## src/rtl/trap_pkg.sv

```systemverilog
// Package: shared types for the trap arbiter.
// Assumes nothing beyond IEEE 1800-2017 synthesizable constructs.
package trap_pkg;

    // Operation requested of the priority-level save stack in one cycle.
    typedef enum logic [1:0] {
        STK_HOLD = 2'd0,
        STK_PUSH = 2'd1,
        STK_POP  = 2'd2
    } stk_op_e;

endpackage

```

## src/rtl/trap_pending.sv

```systemverilog
// Module: trap_pending
// Records incoming trap request pulses as pending bits and flags a cycle in
// which more than one request line is high at once.
// Assumes a request and a clear of the same bit never arrive in one cycle
// from a well-behaved source; if they do, the new request wins.
module trap_pending #(
    parameter int NUM_TRAPS = 8,
    localparam int IDX_W = (NUM_TRAPS > 1) ? $clog2(NUM_TRAPS) : 1
) (
    input  logic                 clk,
    input  logic                 rst_n,
    input  logic [NUM_TRAPS-1:0] req,
    input  logic                 clr_vld,
    input  logic [IDX_W-1:0]     clr_idx,
    output logic [NUM_TRAPS-1:0] pend,
    output logic                 multi_hit
);

    // One flop per trap line: set by a request, cleared when that trap is taken.
    for (genvar g = 0; g < NUM_TRAPS; g++) begin : g_bit
        always_ff @(posedge clk) begin
            if (!rst_n) begin
                pend[g] <= 1'b0;
            end else begin
                pend[g] <= req[g] | (pend[g] & ~(clr_vld && (clr_idx == IDX_W'(g))));
            end
        end
    end

    // Detect simultaneous arrival of two or more trap conditions.
    always_comb begin
        multi_hit = ($countones(req) > 1);
    end

endmodule

```

## src/rtl/trap_prio_enc.sv

```systemverilog
// Module: trap_prio_enc
// Combinational fixed-priority encoder: finds the highest-indexed pending
// trap. Index order equals level order (level = base + index).
// Assumes the pending vector is registered upstream.
module trap_prio_enc #(
    parameter int NUM_TRAPS = 8,
    localparam int IDX_W = (NUM_TRAPS > 1) ? $clog2(NUM_TRAPS) : 1
) (
    input  logic [NUM_TRAPS-1:0] pend,
    output logic                 any,
    output logic [IDX_W-1:0]     top_idx
);

    // Scan upward so the highest set bit overwrites lower ones.
    always_comb begin
        any     = 1'b0;
        top_idx = '0;
        for (int i = 0; i < NUM_TRAPS; i++) begin
            if (pend[i]) begin
                any     = 1'b1;
                top_idx = IDX_W'(i);
            end
        end
    end

endmodule

```

## src/rtl/ipl_stack.sv

```systemverilog
// Module: ipl_stack
// Small LIFO holding priority levels saved on handler entry.
// Assumes the caller never pushes when full nor pops when empty; such
// requests are ignored here.
module ipl_stack
    import trap_pkg::*;
#(
    parameter int DEPTH = 4,
    parameter int DATA_W = 4,
    localparam int CNT_W  = $clog2(DEPTH + 1),
    localparam int ADDR_W = (DEPTH > 1) ? $clog2(DEPTH) : 1
) (
    input  logic              clk,
    input  logic              rst_n,
    input  stk_op_e           op,
    input  logic [DATA_W-1:0] push_data,
    output logic [DATA_W-1:0] top_data,
    output logic              full,
    output logic              empty
);

    logic [DATA_W-1:0] mem [DEPTH];
    logic [CNT_W-1:0]  cnt;
    logic [ADDR_W-1:0] wr_ptr;
    logic [ADDR_W-1:0] rd_ptr;

    // Status and pointer decode from the occupancy count.
    always_comb begin
        full     = (cnt == CNT_W'(DEPTH));
        empty    = (cnt == '0);
        wr_ptr   = ADDR_W'(cnt);
        rd_ptr   = ADDR_W'(cnt - CNT_W'(1));
        top_data = mem[rd_ptr];
    end

    // Occupancy counter update.
    always_ff @(posedge clk) begin
        if (!rst_n) begin
            cnt <= '0;
        end else if (op == STK_PUSH && !full) begin
            cnt <= cnt + CNT_W'(1);
        end else if (op == STK_POP && !empty) begin
            cnt <= cnt - CNT_W'(1);
        end
    end

    // Storage entries, written at the next free slot on push.
    for (genvar e = 0; e < DEPTH; e++) begin : g_ent
        always_ff @(posedge clk) begin
            if (!rst_n) begin
                mem[e] <= '0;
            end else if (op == STK_PUSH && !full && wr_ptr == ADDR_W'(e)) begin
                mem[e] <= push_data;
            end
        end
    end

endmodule

```

## src/rtl/trap_arbiter.sv

```systemverilog
// Module: trap_arbiter (top)
// Arbitrates non-maskable trap requests against the current priority level,
// supports nesting with a save stack and raises a sticky lockout on
// simultaneous requests or save-stack overflow.
// Assumes instr_done marks an instruction boundary and trap_ret is a
// one-cycle strobe issued at the end of a handler.
module trap_arbiter
    import trap_pkg::*;
#(
    parameter int NUM_TRAPS   = 8,
    parameter int IPL_W       = 4,
    parameter int LEVEL_BASE  = 8,
    parameter int STACK_DEPTH = 4,
    localparam int IDX_W = (NUM_TRAPS > 1) ? $clog2(NUM_TRAPS) : 1
) (
    input  logic                 clk,
    input  logic                 rst_n,
    input  logic [NUM_TRAPS-1:0] trap_req,
    input  logic [IPL_W-1:0]     sw_ipl,
    input  logic                 instr_done,
    input  logic                 trap_ret,
    output logic                 take_vld,
    output logic [IDX_W-1:0]     take_idx,
    output logic [IPL_W-1:0]     ipl_out,
    output logic                 in_trap,
    output logic                 lockout
);

    logic [NUM_TRAPS-1:0] pend;
    logic                 multi_hit;
    logic                 any_pend;
    logic [IDX_W-1:0]     cand_idx;
    logic [IPL_W-1:0]     cand_lvl;
    logic [IPL_W-1:0]     hdl_ipl;
    logic [IPL_W-1:0]     saved_ipl;
    logic                 stk_full;
    logic                 stk_empty;
    logic                 can_take;
    logic                 go;
    logic                 overflow;
    logic                 ret_go;
    logic                 lockout_q;
    stk_op_e              stk_op;

    trap_pending #(.NUM_TRAPS(NUM_TRAPS)) u_pend (
        .clk       (clk),
        .rst_n     (rst_n),
        .req       (trap_req),
        .clr_vld   (go),
        .clr_idx   (cand_idx),
        .pend      (pend),
        .multi_hit (multi_hit)
    );

    trap_prio_enc #(.NUM_TRAPS(NUM_TRAPS)) u_enc (
        .pend    (pend),
        .any     (any_pend),
        .top_idx (cand_idx)
    );

    ipl_stack #(.DEPTH(STACK_DEPTH), .DATA_W(IPL_W)) u_stk (
        .clk       (clk),
        .rst_n     (rst_n),
        .op        (stk_op),
        .push_data (ipl_out),
        .top_data  (saved_ipl),
        .full      (stk_full),
        .empty     (stk_empty)
    );

    // Entry and return qualification for this cycle.
    always_comb begin
        in_trap  = !stk_empty;
        ipl_out  = in_trap ? hdl_ipl : sw_ipl;
        cand_lvl = IPL_W'(LEVEL_BASE) + IPL_W'(cand_idx);
        can_take = !lockout_q && instr_done && !trap_ret && any_pend &&
                   (!in_trap || (cand_lvl > hdl_ipl));
        go       = can_take && !stk_full;
        overflow = can_take && stk_full;
        ret_go   = trap_ret && in_trap;
        if (go) begin
            stk_op = STK_PUSH;
        end else if (ret_go) begin
            stk_op = STK_POP;
        end else begin
            stk_op = STK_HOLD;
        end
    end

    // Handler priority level: raised on entry, restored on return.
    always_ff @(posedge clk) begin
        if (!rst_n) begin
            hdl_ipl <= '0;
        end else if (go) begin
            hdl_ipl <= cand_lvl;
        end else if (ret_go) begin
            hdl_ipl <= saved_ipl;
        end
    end

    // Entry pulse and vector index output registers.
    always_ff @(posedge clk) begin
        if (!rst_n) begin
            take_vld <= 1'b0;
            take_idx <= '0;
        end else begin
            take_vld <= go;
            if (go) begin
                take_idx <= cand_idx;
            end
        end
    end

    // Sticky lockout on unresolvable trap conditions.
    always_ff @(posedge clk) begin
        if (!rst_n) begin
            lockout_q <= 1'b0;
        end else if (multi_hit || overflow) begin
            lockout_q <= 1'b1;
        end
    end

    assign lockout = lockout_q;

endmodule

```

## config.mk

```make
export PLATFORM = sky130hd
export DESIGN_NAME = trap_arbiter
export DESIGN_NICKNAME = d
export VERILOG_FILES = /design/src/rtl/trap_pkg.sv /design/src/rtl/trap_pending.sv /design/src/rtl/trap_prio_enc.sv /design/src/rtl/ipl_stack.sv /design/src/rtl/trap_arbiter.sv
export SDC_FILE = /design/constraint.sdc
export NUM_CORES = 1
export LEC_CHECK = 0
export CAP_MARGIN = 30
export CORE_ASPECT_RATIO = 1.25
export CORE_MARGIN = 2
export CORE_UTILIZATION = 50
export DETAILED_ROUTE_END_ITERATION = 10
export HOLD_SLACK_MARGIN = 0.12
export PLACE_DENSITY = 0.72
export SETUP_SLACK_MARGIN = 0.1
export SYNTH_ARGS = -nofsm -noshare
export SYNTH_HDL_FRONTEND = slang
export SYNTH_SLANG_ARGS = --single-unit
```

## constraint.sdc

```tcl
create_clock -name clk -period 7.7 [get_ports clk]
set_input_delay 1.155 -clock clk [delete_from_list [all_inputs] [get_ports clk]]
set_output_delay 1.155 -clock clk [all_outputs]
set_load 0.02 [all_outputs]
```

After elaboration in Yosys (flattened, before gate mapping)
Memories as Yosys holds them, arrays and structs flattened.
Index checks and enable logic that the tools add are counted.
{ "totals": {"reg_bits": 20, "elab_cells": 138, "mem_count": 1, "out_inout_bits": 10, "input_bits": 16, "ramBits": 16} }
{ "mem_list": {"columns": ["name", "depth", "word_bits", "read_ports", "rd_clocked_by_memory_dff", "wr", "line", "rtl"], "rows": [
  ["u_stk.mem", 4, 4, 1, 0, 4, "ipl_stack.sv:22", "logic [DATA_W-1:0] mem [DEPTH];"]
]} }
{ "op_classes": {"n_addsub": 10, "n_reduce_logical": 32, "bitwise": 28, "n_eq_ne": 13, "order_cmp": 2, "muxes": 39} }
{ "op_table": {"columns": ["op", "n"], "rows": [
  ["$add 32x32->32", 3],
  ["$gt 32x2->1 const B", 1],
  ["$mux 4", 7],
  ["$mux 1", 22],
  ["$logic_and 1x1->1", 21],
  ["$mux 3", 6],
  ["$eq 3x3->1 const B", 5],
  ["$or 1x1->1", 12],
  ["$add 1x1->2", 4],
  ["$and 1x1->1", 8],
  ["$mux 2", 4],
  ["$not 1->1", 8],
  ["$eq 2x2->1 const B", 3],
  ["$eq 3x2->1 const B", 2],
  ["$logic_not 3->1", 2],
  ["$add 4x3->4 const A", 1],
  ["$eq 2x1->1 const B", 2],
  ["$gt 4x4->1", 1],
  ["$logic_not 1->1", 4],
  ["$reduce_bool 2->1", 2],
  ["$add 3x1->3 const B", 1],
  ["$eq 3x1->1 const B", 1],
  ["$sub 3x1->3 const B", 1],
  ["$logic_not 2->1", 1],
  ["$logic_or 1x1->1", 2]
]} }

Logic depth before layout (Yosys ltp)
Gate-level depths: netlist (run 1).
{ "logic_depth": {"word_depth": 20, "depth_mapped": 11, "mapped_depth_nobuf": 10} }

By module
A second synthesis (run 1) with hierarchy kept.
{ "unflattened": {"hier_cells": 223, "hier_area_um2": 2174.6} }
{ "modules_own_cells": {"columns": ["mod", "cells_each", "seq_area_each_um2", "instances", "area_each_um2"], "rows": [
  ["ipl_stack", 92, 540.5, 1, 1046.0],
  ["trap_arbiter", 62, 180.2, 1, 548.0],
  ["trap_pending", 57, 160.2, 1, 523.0],
  ["trap_prio_enc", 12, 0.0, 1, 57.6]
]} }

Least setup slack after synthesis (run 1)
Ideal clock, no wire load.
{ "synth_timing": {"path_type": "input to register", "startpoint": "input port trap_req[6]", "endpoint": "register lockout_q (netlist: lockout)", "path_stages": 8, "setup_time_ns": 0.134, "required_time_ns": 7.566, "setup_slack_ns": 4.277, "path_buffers": 0, "arrival_ns": 3.289, "path_cell_list": "ha_1 fa_1 fa_1 ha_1 inv_1 fa_1 nor4bb_1 a21oi_1"} }
{ "synth_via": {"elab_chain_cells": 5} }
{ "synth_lines": {"columns": ["element", "line", "rtl"], "rows": [
  ["from (decl)", "trap_arbiter.sv:18", "input logic [NUM_TRAPS-1:0] trap_req,"],
  ["$add 1x1->2 (implied by the code)", "trap_pending.sv:32", "multi_hit = ($countones(req) > 1);"],
  ["$add 32x32->32 (implied by the code) (2 in series)", "trap_pending.sv:32", null],
  ["$gt 32x2->1", "trap_pending.sv:32", null],
  ["$logic_or 1x1->1", "trap_arbiter.sv:118", "end else if (multi_hit || overflow) begin"],
  ["to (signal assigned)", "trap_arbiter.sv:117", "lockout_q <= 1'b0;"],
  ["to (signal assigned)", "trap_arbiter.sv:119", "lockout_q <= 1'b1;"],
  ["to (decl)", "trap_arbiter.sv:42", "logic lockout_q;"]
]} }
No other way between the ends.
A chain may end at the register's enable or synchronous reset.

Worst setup path after layout (run 1)
{ "layout_timing": {"startpoint": "register u_stk.cnt[0]", "endpoint": "output port ipl_out[3]"} }
{ "layout_via": {"elab_chain_cells": 2} }
{ "layout_lines": {"columns": ["element", "line", "rtl"], "rows": [
  ["from (decl)", "ipl_stack.sv:23", "logic [CNT_W-1:0] cnt;"],
  ["from (signal assigned)", "ipl_stack.sv:41", "cnt <= cnt + CNT_W'(1);"],
  ["from (signal assigned)", "ipl_stack.sv:43", "cnt <= cnt - CNT_W'(1);"],
  ["$logic_not 3->1", "ipl_stack.sv:30", "empty = (cnt == '0);"],
  ["$mux 4", "trap_arbiter.sv:74", "ipl_out = in_trap ? hdl_ipl : sw_ipl;"],
  ["to (decl)", "trap_arbiter.sv:24", "output logic [IPL_W-1:0] ipl_out,"]
]} }
No other way between the ends.

==> results of run 1 <==
==> routing by layer <==
metal	GRT usage [%]	vias to the layer above	part of all wire, %
li1	-	780	-
met1	27.7	733	43
met2	34.6	55	50
met3	5.26	9	4.8
met4	9.90	0	2.1
met5	0	-	0
==> through the flow <==
step / area (um^2) / hold WS [ps]
floorplan: 2040 / 456
global placement: 2310 / 461
detailed placement: 2310 / 474
CTS: 2420 / 484
global route: 2420 / 500
finish: 2420 / 481
==> cells by family (layout without fill, tap and decap cells) <==
group,after synthesis,count (layout)
simple gates,62,62
buf+inv,32,57
flops,36,36
mux,7,7
fa+ha+maj,18,18
compound gates,52,52
==> final timing paths <==
check / end / startpoint
worst max-delay path: ipl_out[3] / u_stk.cnt[0]
worst min-delay path: take_idx[0] / take_idx[0]
worst max register to register: u_stk.mem[2][2] / u_pend.pend[3]
worst min register to register: take_idx[0] / take_idx[0]
==> cells in the final DEF, fill, tap and decap left out, types with 4 or more instances in the layout <==
master / n
sky130_fd_sc_hd__a21oi_1: 15
sky130_fd_sc_hd__a31oi_1: 6
sky130_fd_sc_hd__and2_1: 5
sky130_fd_sc_hd__clkbuf_8: 5
sky130_fd_sc_hd__clkdlybuf4s50_1: 25
sky130_fd_sc_hd__dfxtp_1: 20
sky130_fd_sc_hd__edfxtp_1: 16
sky130_fd_sc_hd__fa_1: 4
sky130_fd_sc_hd__ha_1: 14
sky130_fd_sc_hd__inv_1: 23
sky130_fd_sc_hd__mux4_2: 4
sky130_fd_sc_hd__nand2_1: 13
sky130_fd_sc_hd__nor2_1: 23
sky130_fd_sc_hd__nor3_1: 4
sky130_fd_sc_hd__o21ai_0: 12
==> where the power goes <==
part | internal, uW | leakage (uW) | switching, uW
Combinational | 109 | 0.000586 | 150
Clock | 96.1 | 0.0000552 | 70.2
Sequential | 226 | 0.000331 | 23.8
Total | 432 | 0.000972 | 244
==> registers in the layout, indices dropped and copies added, names as in the netlist <==
register / flops
lockout: 1
hdl_ipl: 4
u_stk.cnt: 3
u_stk.mem: 16
take_vld: 1
take_idx: 3
u_pend.pend: 8
==> synthesized netlist by cell type, drive strengths merged <==
library cell   n  share of area, %
a32oi          1              0.43
nand2b         2              0.61
or3            2              0.61
edfxtp        16                24
nor3b          1              0.61
a211oi         1              0.37
inv           24               4.4
nand3          3              0.74
nand4b         1              0.43
buf            3               1.0
and2           5               1.5
o311ai         1              0.43
nand2         13               2.4
a21oi         16               4.1
clkbuf         5              0.92
fa             4               3.9
mux4           4               4.4
a41oi          1              0.43
a21o           3               1.1
mux2i          3               1.5
nor4bb         1              0.49
o31ai          1              0.37
or4            2              0.92
nor3           4              0.98
a21boi         1              0.37
o211ai         3               1.4
nor2          24               4.5
o21bai         2              0.74
nor2b          1              0.31
dfxtp         20                20
a31oi          7               2.5
o21ba          1              0.49
ha            14               8.6
o21ai         13               3.7
nand4          3              0.92
o31a           1              0.43
==> area by class of cell <==
| type | instances | area, um^2 | area share, % |
|---|---|---|---|
| clock buffers | 6 | 72.6 | 3.00 |
| clock inverters | 2 | 35.0 | 1.45 |
| inverters | 24 | 90.1 | 3.72 |
| multi-input cells | 139 | 1030 | 42.4 |
| flip-flops and latches | 36 | 881 | 36.4 |
| well taps | 54 | 67.6 | 2.79 |
| repair buffers | 25 | 250 | 10.3 |
==> tightest hold or removal path, stage by stage (launching register included) <==
cell and delay [ps]:
sky130_fd_sc_hd__dfxtp_1 310, sky130_fd_sc_hd__o21ai_0 60, sky130_fd_sc_hd__a21oi_1 60
==> results.yml, run 1 <==
outcome:
  status: "finished clean"
critical_path:
  worst_path_most_repeated_cell: "sky130_fd_sc_hd__inv_1"
  critical_path_start_type: "flop"
  regToRegSetupSlack_ps: 4880
  critPathArrivalTime_ps: 3030
  setup.worst_path.class: "flop to output port"
  crit_slowest_cell: "sky130_fd_sc_hd__clkdlybuf4s50_1"
  crit_required_ps: 6550
  crit_path_buffers_inverters: 4
  critical_path_peak_fanout: 8
  crit_cells: 8
  r2r.worst_path.cells: 8
  cp_top_family: "buffers and inverters"
  critPathMaxStageDelay_ps: 550
  cp_cell_sequence: "inv_1 -> ha_1 -> nor2b_1 -> inv_2 -> nand2_1 -> a21boi_0 -> inv_1 -> clkdlybuf4s50_1"
  sort_of_element_at_the_end_of_the_critical_path: "output port"
synthesis:
  synth_adder_area_share_pct: 12.5
  syn-mean-instance-area_um2: 9.84
  synth-compound-area-share_pct: 16.8
  synth_seq_area_share_pct: 43.2
  dominant_combinational_cell_family_by_area_after_synthesis: "compound AO/OA/AOI/OAI gates"
  post_synth_xor_area_fraction_pct: 0
  yosys_register_bits: 36
  yosys-mux-area-fraction_pct: 5.90
  count_of_mapped_cells_out_of_synthesis: 207
  post_synth_and_or_nand_nor_area_fraction_pct: 15.1
  synth_area_um2: 2040
  yosysUniqueCellTypes: 44
  synthesis.nets: 241
  synthesis.yosys.warnings: 0
sta:
  setup_tns_ps: 0
  post-route-period-util_pct: 54.4
  fin_ws_ps: 3510
  setup_violations: 0
  achievable-frequency_mhz: 239
  rsz0062_at_grt: "false"
  timing_hold_violations_final: 0
  worst_slew_pin_slew_ps: 770
  timing.max_slew.rel_slack_pct: 48.1
  finalWorstPathRequiredPeriod_ps: 4190
  finClkSkew_ps: 9.24
  slew_viol_final: 0
clocking:
  worst_setup_hold_path_clk_slew_ps: 80
  tritoncts.num_buffers: 5
  cts_hold_bufs: 0
  clock_path_buffers: 2
  post_cts_resized: 0
  htree_levels: 2
  clock_sinks: 36
  cts_post_setup_buffers_inserted: 0
  clock_tree_from_tritoncts: "yes"
  cts-root-buf: "sky130_fd_sc_hd__clkbuf_8"
  insertion_delay_ps: 290
floorplanning:
  fp.dieArea_um2: 4600
  core_area_um2: 3850
  num_rows: 25
  dieWidth_um: 61.1
  floorplan.die.height_um: 75.4
  io_pins: 26
  start_util_pct: 52.9
placement:
  dpl.hpwl_mm: 3.33
  place_worst_setup_slack_ps: 3670
  io_buffers: 25
  post-place-cells: 278
  gp_routability_congestion: 0.818
power:
  static-leakage-power_uw: 0.000972
  peakVddDrop_uv: 117
  design_power_total_uw: 676
  power_per_cell_area_nw_per_um2: 279
layout:
  fin_nets: 265
  antennaDiodeCount: 0
  layout_overhead_on_the_synthesized_area_pct: 18.9
  layout.filler_cells: 330
  post-route-util_pct: 63.0
  final_cell_count_no_fill: 286
  post_route_cells_drive_above_1_share_pct: 8.62
global_route:
  grt_first_pass_wirelength_mm: 7.13
  maximum_number_of_pins_on_one_net_before_global_route_repair: 17
  first_global_vias: 1500
  globalRoute.totalOverflow: 0
  track_usage_pct: 21.7
  grt_antenna_before_repair: 0
routing:
  drt-total-wl_mm: 4.43
  vias_per_cell: 5.51
  detail_route.drc_violations: 0
  drt_pre_antenna_iters: 4
  routed-via-count: 1577
  post_detailed_route_count_of_antenna_violating_nets: 0
  drt-initial-drc-count: 91
  routedWlPerCell_um: 15.5
flow_run:
  drv_cap: 0
hold_path:
  whs_path_depth: 2
  worst_hold_path_type: "flop to flop"
Power figures use the tool's default switching activity.
==> run 2, diff against run 1 <==
Clock period 7.7 ns to 3.95 ns, I/O delays scaled along.
==> run 2 against run 1 <==
- non-clock buffer count rose by 5
- critical path type is now input pin to flop
- clock skew down 3.5 ps
- cell count up 1.7%
- clock power increased by 55%
- sequential share of layout area is 0.19 points lower
- die area did not move
- final area increased by 0.52%
- combinational power grew 110%
- register-to-register slack lost 3700 ps
- total power grew 89%
- largest power group unchanged
- routed wire length about the same
==> results.yml, run 2 (same netlist as run 1, synthesis figures left out) <==
outcome:
  status: "finished clean"
global_route:
  grt_first_pass_wirelength_mm: 7.38
  first_global_vias: 1548
  maximum_number_of_pins_on_one_net_before_global_route_repair: 17
  track_usage_pct: 22.5
  globalRoute.totalOverflow: 0
  grt_antenna_before_repair: 0
clocking:
  cts_hold_bufs: 0
  insertion_delay_ps: 290
  worst_setup_hold_path_clk_slew_ps: 70
  post_cts_resized: 0
  clock_sinks: 36
  cts_post_setup_buffers_inserted: 0
  tritoncts.num_buffers: 5
  clock_tree_from_tritoncts: "yes"
  clock_path_buffers: 2
  htree_levels: 2
  cts-root-buf: "sky130_fd_sc_hd__clkbuf_8"
flow_run:
  drv_cap: 0
placement:
  gp_routability_congestion: 0.812
  io_buffers: 25
  dpl.hpwl_mm: 3.34
sta:
  finClkSkew_ps: 5.77
  worst_slew_pin_slew_ps: 789
  timing.max_slew.rel_slack_pct: 47.3
  rsz0062_at_grt: "false"
  setup_tns_ps: 0
  finalWorstPathRequiredPeriod_ps: 3120
  finalHoldWorstSlack_ps: 485
  timing_hold_violations_final: 0
  setup_violations: 0
  achievable-frequency_mhz: 320
  post-route-period-util_pct: 79.1
  slew_viol_final: 0
critical_path:
  setup.worst_path.start: "trap_req[6]"
  critPathMaxStageDelay_ps: 550
  crit_required_ps: 4110
  timing.rr.start: "u_pend.pend[4]"
  setup.worst_path.class: "input pin to flop"
  cp_cell_sequence: "clkdlybuf4s50_1 -> ha_1 -> fa_1 -> fa_1 -> ha_1 -> inv_1 -> fa_1 -> nor4bb_1 -> a21oi_1"
  critical_path_peak_fanout: 3
  crit_slowest_cell: "sky130_fd_sc_hd__fa_1"
  sort_of_element_at_the_end_of_the_critical_path: "flop"
  worst_path_most_repeated_cell: "sky130_fd_sc_hd__fa_1"
  crit_path_buffers_inverters: 2
  critPathArrivalTime_ps: 3280
  regToRegSetupSlack_ps: 1150
  regToRegEndpoint: "u_stk.mem[2][1]"
  r2r.worst_path.cells: 7
  critical_path_start_type: "input pin"
  cp_top_family: "adder cells"
floorplanning:
  dieWidth_um: 61.1
  io_pins: 26
  core_area_um2: 3850
  floorplan.die.height_um: 75.4
  fp.dieArea_um2: 4600
  num_rows: 25
  start_util_pct: 52.9
power:
  static-leakage-power_uw: 0.000986
  power_per_cell_area_nw_per_um2: 526
  peakVddDrop_uv: 239
  design_power_total_uw: 1280
layout:
  registers.top_by_ff_count: "u_stk.mem"
  layout_overhead_on_the_synthesized_area_pct: 19.5
  fin_nets: 270
  layout.filler_cells: 339
  final_cell_mix: "25 x sky130_fd_sc_hd__clkdlybuf4s50_1, 23 x sky130_fd_sc_hd__nor2_1, 23 x sky130_fd_sc_hd__inv_1"
  mostFrequentLayoutCell: "sky130_fd_sc_hd__clkdlybuf4s50_1"
  max_reg_flops: 16
  post_route_cells_drive_above_1_share_pct: 10.5
  antennaDiodeCount: 0
  layout_top_registers: "u_stk.mem x16, u_pend.pend x8, hdl_ipl x4"
routing:
  detail_route.drc_violations: 0
  vias_per_cell: 5.48
  drt_pre_antenna_iters: 4
  drt-initial-drc-count: 94
  routed-via-count: 1594
  routedWlPerCell_um: 15.2
  post_detailed_route_count_of_antenna_violating_nets: 0
  drt-total-wl_mm: 4.44
hold_path:
  worst_hold_path_type: "flop to flop"
  hold_path_startpoint: "hdl_ipl[3]"
  whs_path_depth: 2
  hold_end: "hdl_ipl[3]"
## run 2: worst min-delay path, cell delays in order (launching register included)
cell and delay [ps]:
sky130_fd_sc_hd__dfxtp_1 320, sky130_fd_sc_hd__nand2_1 50, sky130_fd_sc_hd__a31oi_1 70
## run 2: worst max-delay path by stage
stage | endpoint | slack [ps] | cells past startpoint
2_1_floorplan | lockout | 1090 | 8
3_3_place_gp | lockout | 550 | 9
3_5_place_dp | lockout | 490 | 9
4_1_cts | lockout | 820 | 9
5_1_grt | lockout | 640 | 9
6_report | lockout | 830 | 9
## run 2: area by class of cell
| type | instances | area, um^2 | area share [%] |
|---|---|---|---|
| clock buffers | 5 | 68.8 | 2.83 |
| clock inverters | 3 | 13.8 | 0.565 |
| inverters | 24 | 90.1 | 3.70 |
| multi-input cells | 139 | 1030 | 42.1 |
| flip-flops and latches | 36 | 881 | 36.2 |
| well taps | 54 | 67.6 | 2.77 |
| repair buffers | 30 | 288 | 11.8 |
## run 2: report_power, final
| group | leakage (uW) | total [uW] | switching (uW) | internal [uW] |
|---|---|---|---|---|
| Sequential | 0.000331 | 479 | 37.6 | 441 |
| Combinational | 0.000610 | 544 | 308 | 236 |
| Clock | 0.0000453 | 257 | 137 | 120 |
## run 2: metal layers
layer | track usage, % | share of wire (%) | up-vias
li1 | - | - | 792
met1 | 28.7 | 44 | 745
met2 | 36.8 | 49 | 48
met3 | 5.09 | 4.3 | 9
met4 | 9.18 | 2.3 | 0
met5 | 0 | 0 | -
## run 2: per-stage QoR
stage               worst slack (ps)  util, %  area [um^2]  instances
floorplan                       1090        -         2040        207
global placement                 554     61.1         2350        283
detailed placement               495     61.1         2350        283
CTS                              818     63.3         2430        291
global route                     644     63.3         2430        291
finish                           825     63.3         2430        291
